### src/rtl/pow2_div_pkg.sv
package pow2_div_pkg;
  localparam int unsigned CNT_W = 16;
  localparam int unsigned TAP_W = $clog2(CNT_W);
  localparam int unsigned N_SRC = 4;
  localparam int unsigned SRC_W = $clog2(N_SRC);

  typedef struct packed {
    logic             pin_clk;
    logic             gate;
    logic [SRC_W-1:0] src;
    logic             run;
    logic [TAP_W-1:0] tap;
  } cfg_t;

  localparam int unsigned CFG_W = $bits(cfg_t);
endpackage

### src/rtl/pow2_src_sel.sv
module pow2_src_sel #(
  parameter int unsigned N_SRC = 4,
  localparam int unsigned SRC_W = $clog2(N_SRC)
) (
  input  logic [N_SRC-1:0] tick_i,
  input  logic [SRC_W-1:0] sel_i,
  input  logic             gate_i,
  output logic             tick_o
);
  always_comb tick_o = gate_i & tick_i[sel_i];
endmodule

### src/rtl/pow2_div_core.sv
module pow2_div_core #(
  parameter int unsigned CNT_W = 16,
  localparam int unsigned TAP_W = $clog2(CNT_W)
) (
  input  logic             clk_i,
  input  logic             rst_ni,
  input  logic             tick_i,
  input  logic             en_i,
  input  logic [TAP_W-1:0] tap_i,
  output logic             div_o
);
  logic             en_q, run_q;
  logic [CNT_W-1:0] cnt_q;
  logic [TAP_W-1:0] tap_q;
  logic             rise, tap_bit;

  always_comb begin
    rise    = en_i & ~en_q;
    tap_bit = cnt_q[tap_q];
    div_o   = run_q & tap_bit;
  end

  always_ff @(posedge clk_i or negedge rst_ni) begin
    if (!rst_ni) begin
      en_q  <= 1'b0;
      run_q <= 1'b0;
      cnt_q <= '0;
      tap_q <= '0;
    end else begin
      en_q <= en_i;
      if (rise) begin
        cnt_q <= '0;
        run_q <= 1'b1;
        tap_q <= tap_i;
      end else if (run_q) begin
        // disabled: stop only once the tapped bit is low
        if (!en_i && !tap_bit) run_q <= 1'b0;
        else if (tick_i)       cnt_q <= cnt_q + 1'b1;
      end
    end
  end

  AST_CLEAR_ON_RISE: assert property (@(posedge clk_i) disable iff (!rst_ni)
    (en_i && !en_q) |=> (cnt_q == '0) && run_q);
  AST_STOP_WHEN_LOW: assert property (@(posedge clk_i) disable iff (!rst_ni)
    $fell(run_q) |-> !cnt_q[tap_q]);
  AST_FROZEN_STOPPED: assert property (@(posedge clk_i) disable iff (!rst_ni)
    (!run_q && !(en_i && !en_q)) |=> $stable(cnt_q) && !div_o);
  AST_COUNT_STEP: assert property (@(posedge clk_i) disable iff (!rst_ni)
    (run_q && en_i && en_q && tick_i) |=> cnt_q == CNT_W'($past(cnt_q) + 1'b1));
  AST_NO_TICK_HOLD: assert property (@(posedge clk_i) disable iff (!rst_ni)
    (!tick_i && !(en_i && !en_q)) |=> $stable(cnt_q));
endmodule

### src/rtl/pow2_pin_mux.sv
module pow2_pin_mux (
  input  logic clk_mode_i,
  input  logic div_i,
  input  logic gpio_i,
  output logic pin_o
);
  always_comb pin_o = clk_mode_i ? div_i : gpio_i;
endmodule

### src/rtl/pow2_clk_out.sv
module pow2_clk_out
  import pow2_div_pkg::*;
(
  input  logic             clk_i,
  input  logic             rst_ni,
  input  logic [N_SRC-1:0] src_tick_i,
  input  logic             cfg_we_i,
  input  logic [CFG_W-1:0] cfg_wdata_i,
  input  logic             gpio_dout_i,
  output logic             div_clk_o,
  output logic             pin_o
);
  cfg_t cfg_q;
  logic tick;

  always_ff @(posedge clk_i or negedge rst_ni) begin
    if (!rst_ni)       cfg_q <= '0;
    else if (cfg_we_i) cfg_q <= cfg_t'(cfg_wdata_i);
  end

  pow2_src_sel #(.N_SRC(N_SRC)) u_src (
    .tick_i (src_tick_i),
    .sel_i  (cfg_q.src),
    .gate_i (cfg_q.gate),
    .tick_o (tick)
  );

  pow2_div_core #(.CNT_W(CNT_W)) u_core (
    .clk_i  (clk_i),
    .rst_ni (rst_ni),
    .tick_i (tick),
    .en_i   (cfg_q.run),
    .tap_i  (cfg_q.tap),
    .div_o  (div_clk_o)
  );

  pow2_pin_mux u_pin (
    .clk_mode_i (cfg_q.pin_clk),
    .div_i      (div_clk_o),
    .gpio_i     (gpio_dout_i),
    .pin_o      (pin_o)
  );
endmodule

### config.mk
export PLATFORM = sky130hd
export DESIGN_NAME = pow2_clk_out
export DESIGN_NICKNAME = d
export VERILOG_FILES = /design/src/rtl/pow2_div_pkg.sv /design/src/rtl/pow2_src_sel.sv /design/src/rtl/pow2_div_core.sv /design/src/rtl/pow2_pin_mux.sv /design/src/rtl/pow2_clk_out.sv
export SDC_FILE = /design/constraint.sdc
export NUM_CORES = 1
export LEC_CHECK = 0
export ABC_CLOCK_PERIOD_IN_PS = 3300
export CAP_MARGIN = 20
export CORE_MARGIN = 10
export CORE_UTILIZATION = 44
export CTS_CLUSTER_SIZE = 30
export DETAILED_ROUTE_END_ITERATION = 6
export GPL_TIMING_DRIVEN = 0
export PLACE_DENSITY_LB_ADDON = 0.12
export SYNTH_ARGS = -nofsm -noshare
export SYNTH_HDL_FRONTEND = slang
export SYNTH_SLANG_ARGS = --single-unit
### constraint.sdc
create_clock -name clk_i -period 3.3 [get_ports clk_i]
set_input_delay 0.825 -clock clk_i [delete_from_list [all_inputs] [get_ports clk_i]]
set_output_delay 0.825 -clock clk_i [all_outputs]
set_load 0.02 [all_outputs]
# Word level (Yosys, flattened, before mapping)
# Index checks and enable logic that the tools add are counted.
# W data, S select, Z words.
# totals
ff_bits,31
mem_bits_rw,0
mem_bits_ro,0
inputBits,17
mem_count,0
elab_cells,35
output_inout_bits,2
latchBits,0
# classes
div,0
bitwise,4
n_mul,0
reduce_logical,6
muxes,12
shift,0
order_cmp,2
add_sub_neg,1
eq_ne,1
# ops
operator,count
$mux W16,4
$add A16 B1 Y16 const B,1
$mux W1,6
$lt A4 B5 Y1 const B,1
$bmux W1 S4,1
$reduce_bool A2 Y1,2
$and A1 B1 Y1,3
$lt A2 B3 Y1 const B,1
$reduce_and A3 Y1,1
$bmux W1 S2,1
$logic_not A1 Y1,2
$ne A2 B1 Y1 const B,1
$logic_and A1 B1 Y1,1
$not A1 Y1,1

# Logic depth before layout (Yosys ltp)
# Gate-level depths: netlist (run 1).
# logic_depth
depth_word,7
mapped_depth,8
mapped_depth_nobuf,7

# Cells and area by module
# A second synthesis (run 1) with hierarchy kept.
# unflattened
hier_cells,173
area_unflattened_um2,1834.3
# modules_own_cells
mod,n_inst,cells_each,area_per_inst_um2
pow2_div_core,1,151,1418.9
pow2_clk_out,1,19,371.6
pow2_src_sel,1,2,28.8
pow2_pin_mux,1,1,15.0

# Worst setup path before layout (run 1)
# No wires, ideal clock.
# synth_path
kind,flip-flop to output port
start,reg u_core.tap_q[0]
end,out pin_o
arrival_ns,1.599
required_time_ns,2.475
path_stages_with_launch,6
path_slack_ns,0.876
n_path_buf,1
cell_sequence,dfrtp_1 buf_6 mux4_2 nor2b_1 a2111o_1 a31oi_1
# synth_between
elab_chain_cells,4
# synth_rtl
item,line,rtl
"start, declared",pow2_div_core.sv:14,logic [TAP_W-1:0] tap_q;
"start signal, assigned",pow2_div_core.sv:34,tap_q <= tap_i;
$bmux W1 S4,pow2_div_core.sv:19,tap_bit = cnt_q[tap_q];
$mux W1 (not written as such),pow2_div_core.sv:19,
$and A1 B1 Y1,pow2_div_core.sv:20,div_o = run_q & tap_bit;
$mux W1,pow2_pin_mux.sv:7,always_comb pin_o = clk_mode_i ? div_i : gpio_i;
"end, declared",pow2_clk_out.sv:11,output logic pin_o
# No other way between the ends. The select of a mux whose other input is x is not followed.

# Final worst setup path (run 1)
# Same ends and word-level chain as after synthesis.

==> results.py, run 1 <==
metrics = {
    "final_layout": {
        "nNetsFinal": 210,
        "post-route-util_pct": 54.4,
        "layout.area.seq_sq_um": 776,
        "diodes": 0,
        "area_growth_pct": 17.3,
        "design_area_sq_um": 2020,
        "multi_input_area_sq_um": 883,
        "fin_cells": 239,
        "num-fill-cells": 360,
        "drive_above_1_share_pct": 19.4,
    },
    "pwr": {
        "power.density_nw_per_um2": 521,
        "seqPwrFrac_pct": 45.2,
        "p_int_mw": 0.705,
        "pwr-share-comb_pct": 29.3,
        "clock_power_share_pct": 25.5,
        "p_leak_nw": 0.837,
        "switchingPower_mw": 0.348,
        "ir_worst_vdd_mv": 0.321,
        "finalPower_mw": 1.05,
        "swShare_pct": 33.1,
    },
    "timing": {
        "maxSlewViolCount": 0,
        "relSlewSlack_pct": 54.1,
        "hold_violations": 0,
        "skew_ps": 9.47,
        "finalWorstSetupSlack_ps": 132,
        "tns_ps": 0,
        "max_freq_mhz": 316,
        "worst_slew_pin_slew_ps": 688,
        "fin_crit_ps": 3170,
        "hold_ws_ps": 455,
        "setup_violations": 0,
        "min_period_over_period_pct": 96.0,
        "rsz0062_at_grt": "false",
    },
    "place": {
        "place_area_sq_um": 1950,
        "place_ws_ps": 392,
        "hpwl_um": 2890,
        "portBuffers": 17,
        "dpl.cell_count": 233,
        "finalWeightedCongestion": 0.903,
    },
    "worst_setup_path": {
        "path_buf_inv": 2,
        "cp.required_ps": 2470,
        "worstSetupPathType": "register to output port",
        "cp-start-kind": "register",
        "path_cells": "buf_6 -> mux4_2 -> nor2b_1 -> a2111o_1 -> a31oi_1 -> clkdlybuf4s50_1",
        "cp-end-kind": "output port",
        "critPathTopFamily": "buffers and inverters",
        "crit_fanout": 8,
        "critical_path_arrival_ps": 2340,
        "slowest_delay_ps": 630,
        "slowest_stage": "clkdlybuf4s50_1",
    },
    "die": {
        "start_util_pct": 46.4,
        "dieArea_sq_um": 6820,
        "io_pins": 19,
        "die_h_um": 82.6,
        "die_x_um": 82.6,
        "rows": 22,
        "coreArea_sq_um": 3720,
    },
    "global_routing": {
        "grt_overflow": 0,
        "grt_max_degree": 32,
        "antenna_found_initial": 0,
        "grt_pass1_wl_um": 6730,
        "grt_pass1_vias": 1376,
        "track_usage_pct": 12.7,
    },
    "synth": {
        "avgSynthCellArea_sq_um": 10.3,
        "synth_seq_cells": 31,
        "synth.distinct_cells": 41,
        "syn_inst": 168,
        "synth_warnings": 0,
        "synth_area_sq_um": 1720,
        "syn_nets": 186,
        "ys_seq_area_share_pct": 45.0,
    },
    "status": {
        "status": "finished clean",
    },
    "drt": {
        "firstDrtPassIters": 4,
        "drc": 0,
        "avgRoutedWirePerCell_um": 16.3,
        "routed_wl_um": 3900,
        "drt_iter0_markers": 128,
        "ant_nets": 0,
        "vias": 1384,
        "viasPerCell": 5.79,
    },
    "clock_network": {
        "path_clk_slew_ps": 60,
        "cts-root-buf": "clkbuf_8",
        "cts-buffers-inserted": 5,
        "cts_setup_buffers": 0,
        "cts-htree-levels": 2,
        "insertion_delay_ps": 280,
        "holdBufCountCts": 0,
        "cts_buffer_depth": 2,
        "cts_sinks": 31,
        "cts_resized": 0,
        "cts_tree": "yes",
    },
    "hold_path": {
        "min-delay-path-class": "register to register",
    },
    "job": {
        "drv_cap": 0,
    },
}
==> cell families after synthesis <==
logic type / share of synthesized area (%)
AO/OA/AOI/OAI: 20.7
flip-flops: 45.0
adder cells (fa/ha/maj): 0.726
AND/OR/NAND/NOR: 18.2
multiplexers: 11.6
buffers and inverters: 3.77
==> cell usage after synthesis, drive strengths merged <==
cell type / count / area share (%)
or2: 1 / 0.36
inv: 3 / 0.65
o41ai: 5 / 3.0
and2b: 1 / 0.51
nor4: 1 / 0.36
o31ai: 6 / 4.1
nor2: 8 / 1.7
and2: 4 / 1.5
a2bb2oi: 1 / 0.51
nand4b: 1 / 1.4
mux2: 10 / 6.5
mux4: 3 / 3.9
ha: 1 / 0.73
a31oi: 7 / 2.5
o21ai: 18 / 6.3
nand2: 32 / 7.1
a41oi: 2 / 1.0
o2bb2ai: 2 / 1.0
and3: 4 / 1.7
a211oi: 1 / 0.44
a2111o: 1 / 0.65
nand2b: 3 / 1.1
a21oi: 4 / 1.2
nor2b: 2 / 0.73
dfrtp: 31 / 45
clkbuf: 3 / 0.65
nor3: 1 / 0.29
mux2i: 2 / 1.2
nand3: 5 / 1.5
buf: 5 / 2.5
==> worst paths after layout <==
check / start / endpoint / slack [ps] / depth (start not counted)
worst min-delay path: cfg_q[4] / u_core.en_q / 460 / 0
max in group asynchronous: rst_ni / cfg_q[7] / 2260 / 1
worst max-delay path: u_core.tap_q[0] / pin_o / 130 / 6
worst min register to register: cfg_q[4] / u_core.en_q / 460 / 0
min in group asynchronous: rst_ni / u_core.cnt_q[6] / 570 / 1
worst max register to register: u_core.tap_q[0] / u_core.cnt_q[3] / 1240 / 8
==> area by class of cell <==
| type | instances | area share [%] |
|---|---|---|
| inverters | 3 | 0.557 |
| plain buffers | 8 | 2.66 |
| well taps | 48 | 2.97 |
| flip-flops and latches | 31 | 38.4 |
| repair buffers | 17 | 8.17 |
| multi-input cells | 126 | 43.7 |
| clock buffers | 6 | 3.59 |
==> registers in the layout (all words and copies together) (netlist names) <==
register,count
u_core.en_q,1
u_core.tap_q,4
cfg_q,9
u_core.run_q,1
u_core.cnt_q,16
==> placed cells by master, fill, tap and decap left out, drive strengths merged <==
cell type and count:
and2b 1, mux2 10, o21ai 18, nand3 5, or2 1, nor2b 2
a31oi 7, inv 3, and2 4, nor4 1, nor3 1, and3 4
nand2b 3, a41oi 2, mux2i 2, nor2 8, ha 1, buf 6
o31ai 6, clkbuf 9, a21oi 4, nand2 32, a2bb2oi 1, nand4b 1
mux4 3, o2bb2ai 2, a2111o 1, dfrtp 31, clkdlybuf4s50 16, a211oi 1
o41ai 5
==> power by group through the flow <==
stage / registers, mW / logic [mW] / clock network, mW
final: 0.476 / 0.308 / 0.269
after global placement: 0.480 / 0.304 / 0
after detailed placement: 0.483 / 0.309 / 0
after floorplan: 0.467 / 0.225 / 0
after global routing: 0.483 / 0.338 / 0.292
after CTS: 0.476 / 0.311 / 0.274
==> layer usage <==
metal	up-vias	part of all wire (%)	track usage (%)
met2	40	48	20.4
met4	0	1.7	4.52
met3	7	6.0	4.21
met5	-	0	0
met1	675	44	15.5
li1	662	-	-
(Power assumes the default switching activity.)
==> inputs of run 2 (changes only) <==
- SLEW_MARGIN: not set -> 10
- TNS_END_PERCENT: not set -> 1
==> results of run 2 <==
Same layout as run 1: the final DEF is identical, and so are final timing and power.
==> inputs of run 3 (changes only) <==
- CORE_UTILIZATION: 44 -> 45
==> run 3 against run 2 <==
Effect of this change:
- worst setup slack worse by 15 ps
- utilization grew 0.85 points
- clock skew is 3.4 ps higher
- critical path type unchanged
- critical endpoint unchanged
- largest cell class unchanged
==> results.py, run 3 (synthesized netlist as in run 1, its figures left out) <==
metrics = {
    "status": {
        "status": "finished clean",
    },
    "clock_network": {
        "cts_sinks": 31,
        "cts_resized": 0,
        "cts_setup_buffers": 0,
        "cts-root-buf": "clkbuf_8",
        "cts_tree": "yes",
        "cts-htree-levels": 2,
        "cts-buffers-inserted": 5,
        "cts_buffer_depth": 2,
        "holdBufCountCts": 0,
        "insertion_delay_ps": 290,
        "path_clk_slew_ps": 70,
    },
    "final_layout": {
        "final_cell_mix": "nand2_1, dfrtp_1, clkdlybuf4s50_1",
        "num-fill-cells": 350,
        "top_regs": "u_core.cnt_q x16, cfg_q x9, u_core.tap_q x4",
        "drive_above_1_share_pct": 20.7,
        "top_register": "u_core.cnt_q",
        "fin_cells": 241,
        "nNetsFinal": 210,
        "largest_reg_flops": 16,
        "diodes": 0,
        "area_growth_pct": 18.2,
    },
    "place": {
        "dpl.cell_count": 233,
        "finalWeightedCongestion": 0.866,
        "hpwl_um": 2790,
        "portBuffers": 17,
    },
    "drt": {
        "vias": 1385,
        "firstDrtPassIters": 4,
        "drt_iter0_markers": 136,
        "routed_wl_um": 3840,
        "drc": 0,
        "ant_nets": 0,
        "viasPerCell": 5.75,
        "avgRoutedWirePerCell_um": 15.9,
    },
    "die": {
        "dieArea_sq_um": 6710,
        "start_util_pct": 46.7,
        "io_pins": 19,
        "coreArea_sq_um": 3690,
        "die_h_um": 81.9,
        "rows": 22,
        "die_x_um": 81.9,
    },
    "timing": {
        "tns_ps": 0,
        "fin_crit_ps": 3180,
        "skew_ps": 12.9,
        "relSlewSlack_pct": 53.5,
        "rsz0062_at_grt": "false",
        "min_period_over_period_pct": 96.4,
        "setup_violations": 0,
        "hold_violations": 0,
        "worst_slew_pin_slew_ps": 698,
        "max_freq_mhz": 314,
        "maxSlewViolCount": 0,
    },
    "global_routing": {
        "grt_pass1_vias": 1416,
        "track_usage_pct": 12.9,
        "grt_pass1_wl_um": 6820,
        "grt_overflow": 0,
        "antenna_found_initial": 0,
        "grt_max_degree": 32,
    },
    "pwr": {
        "ir_worst_vdd_mv": 0.346,
        "power.density_nw_per_um2": 532,
        "p_leak_nw": 0.840,
    },
    "worst_setup_path": {
        "path_buf_inv": 2,
        "worstSetupPathType": "register to output port",
        "crit_fanout": 8,
        "path_cells": "buf_6 -> mux4_2 -> nor2b_1 -> a2111o_1 -> a31oi_1 -> clkdlybuf4s50_1",
        "cp-start-kind": "register",
        "critPathTopFamily": "buffers and inverters",
        "cp-end-kind": "output port",
        "critical_path_arrival_ps": 2360,
        "slowest_delay_ps": 630,
        "slowest_stage": "clkdlybuf4s50_1",
        "cp.required_ps": 2470,
    },
    "job": {
        "drv_cap": 0,
    },
    "hold_path": {
        "min-delay-path-class": "register to register",
    },
}
==> run 3: changes by cell type in the layout (fill, tap and decap cells not counted), sizes merged <==
cell and change:
clkinvlp +2, clkinv +1, clkbuf -1
==> run 3: final cells by class <==
type / instances / area [sq um] / area share [%]
Clock buffer: 5 / 68.8 / 3.38
Inverter: 3 / 11.3 / 0.552
Sequential cell: 31 / 776 / 38.1
Multi-Input combinational cell: 126 / 883 / 43.3
Timing Repair Buffer: 17 / 165 / 8.10
Clock inverter: 3 / 20.0 / 0.982
Tap cell: 48 / 60.1 / 2.95
Buffer: 8 / 53.8 / 2.64
==> run 3: layer usage <==
metal / wire [um] / GRT usage [%] / vias up
met5: 0 / 0 / -
met4: 51 / 4.59 / 0
met3: 211 / 4.15 / 6
met2: 1870 / 21.8 / 32
met1: 1710 / 15.0 / 684
li1: - / - / 663
==> run 3: where the power goes <==
| group | internal, mW | leakage (nW) | switching (mW) |
|---|---|---|---|
| Clock | 0.147 | 0.0402 | 0.153 |
| Combinational | 0.140 | 0.399 | 0.170 |
| Sequential | 0.423 | 0.401 | 0.0516 |
==> run 3: worst paths after layout <==
check	slack (ps)	from	cells past startpoint	to
max in group asynchronous	2270	rst_ni	1	u_core.run_q
worst min register to register	450	cfg_q[4]	0	u_core.en_q
worst max-delay path	120	u_core.tap_q[0]	6	pin_o
worst min-delay path	450	cfg_q[4]	0	u_core.en_q
min in group asynchronous	560	rst_ni	1	u_core.cnt_q[6]
worst max register to register	1240	u_core.tap_q[0]	8	u_core.cnt_q[11]
==> run 3: through the flow <==
stage                     power (mW)  util, %  cell area [sq um]  hold WS [ps]  setup WS (ps)
final                           1.08     55.3               2040           450            117
after global placement         0.786     53.0               1950           435            386
after CTS                       1.09     55.3               2040           450            101
after global routing            1.15     55.3               2040           469           2.86
after floorplan                0.692        -               1720           409            876
after detailed placement       0.793     52.8               1950           437            403
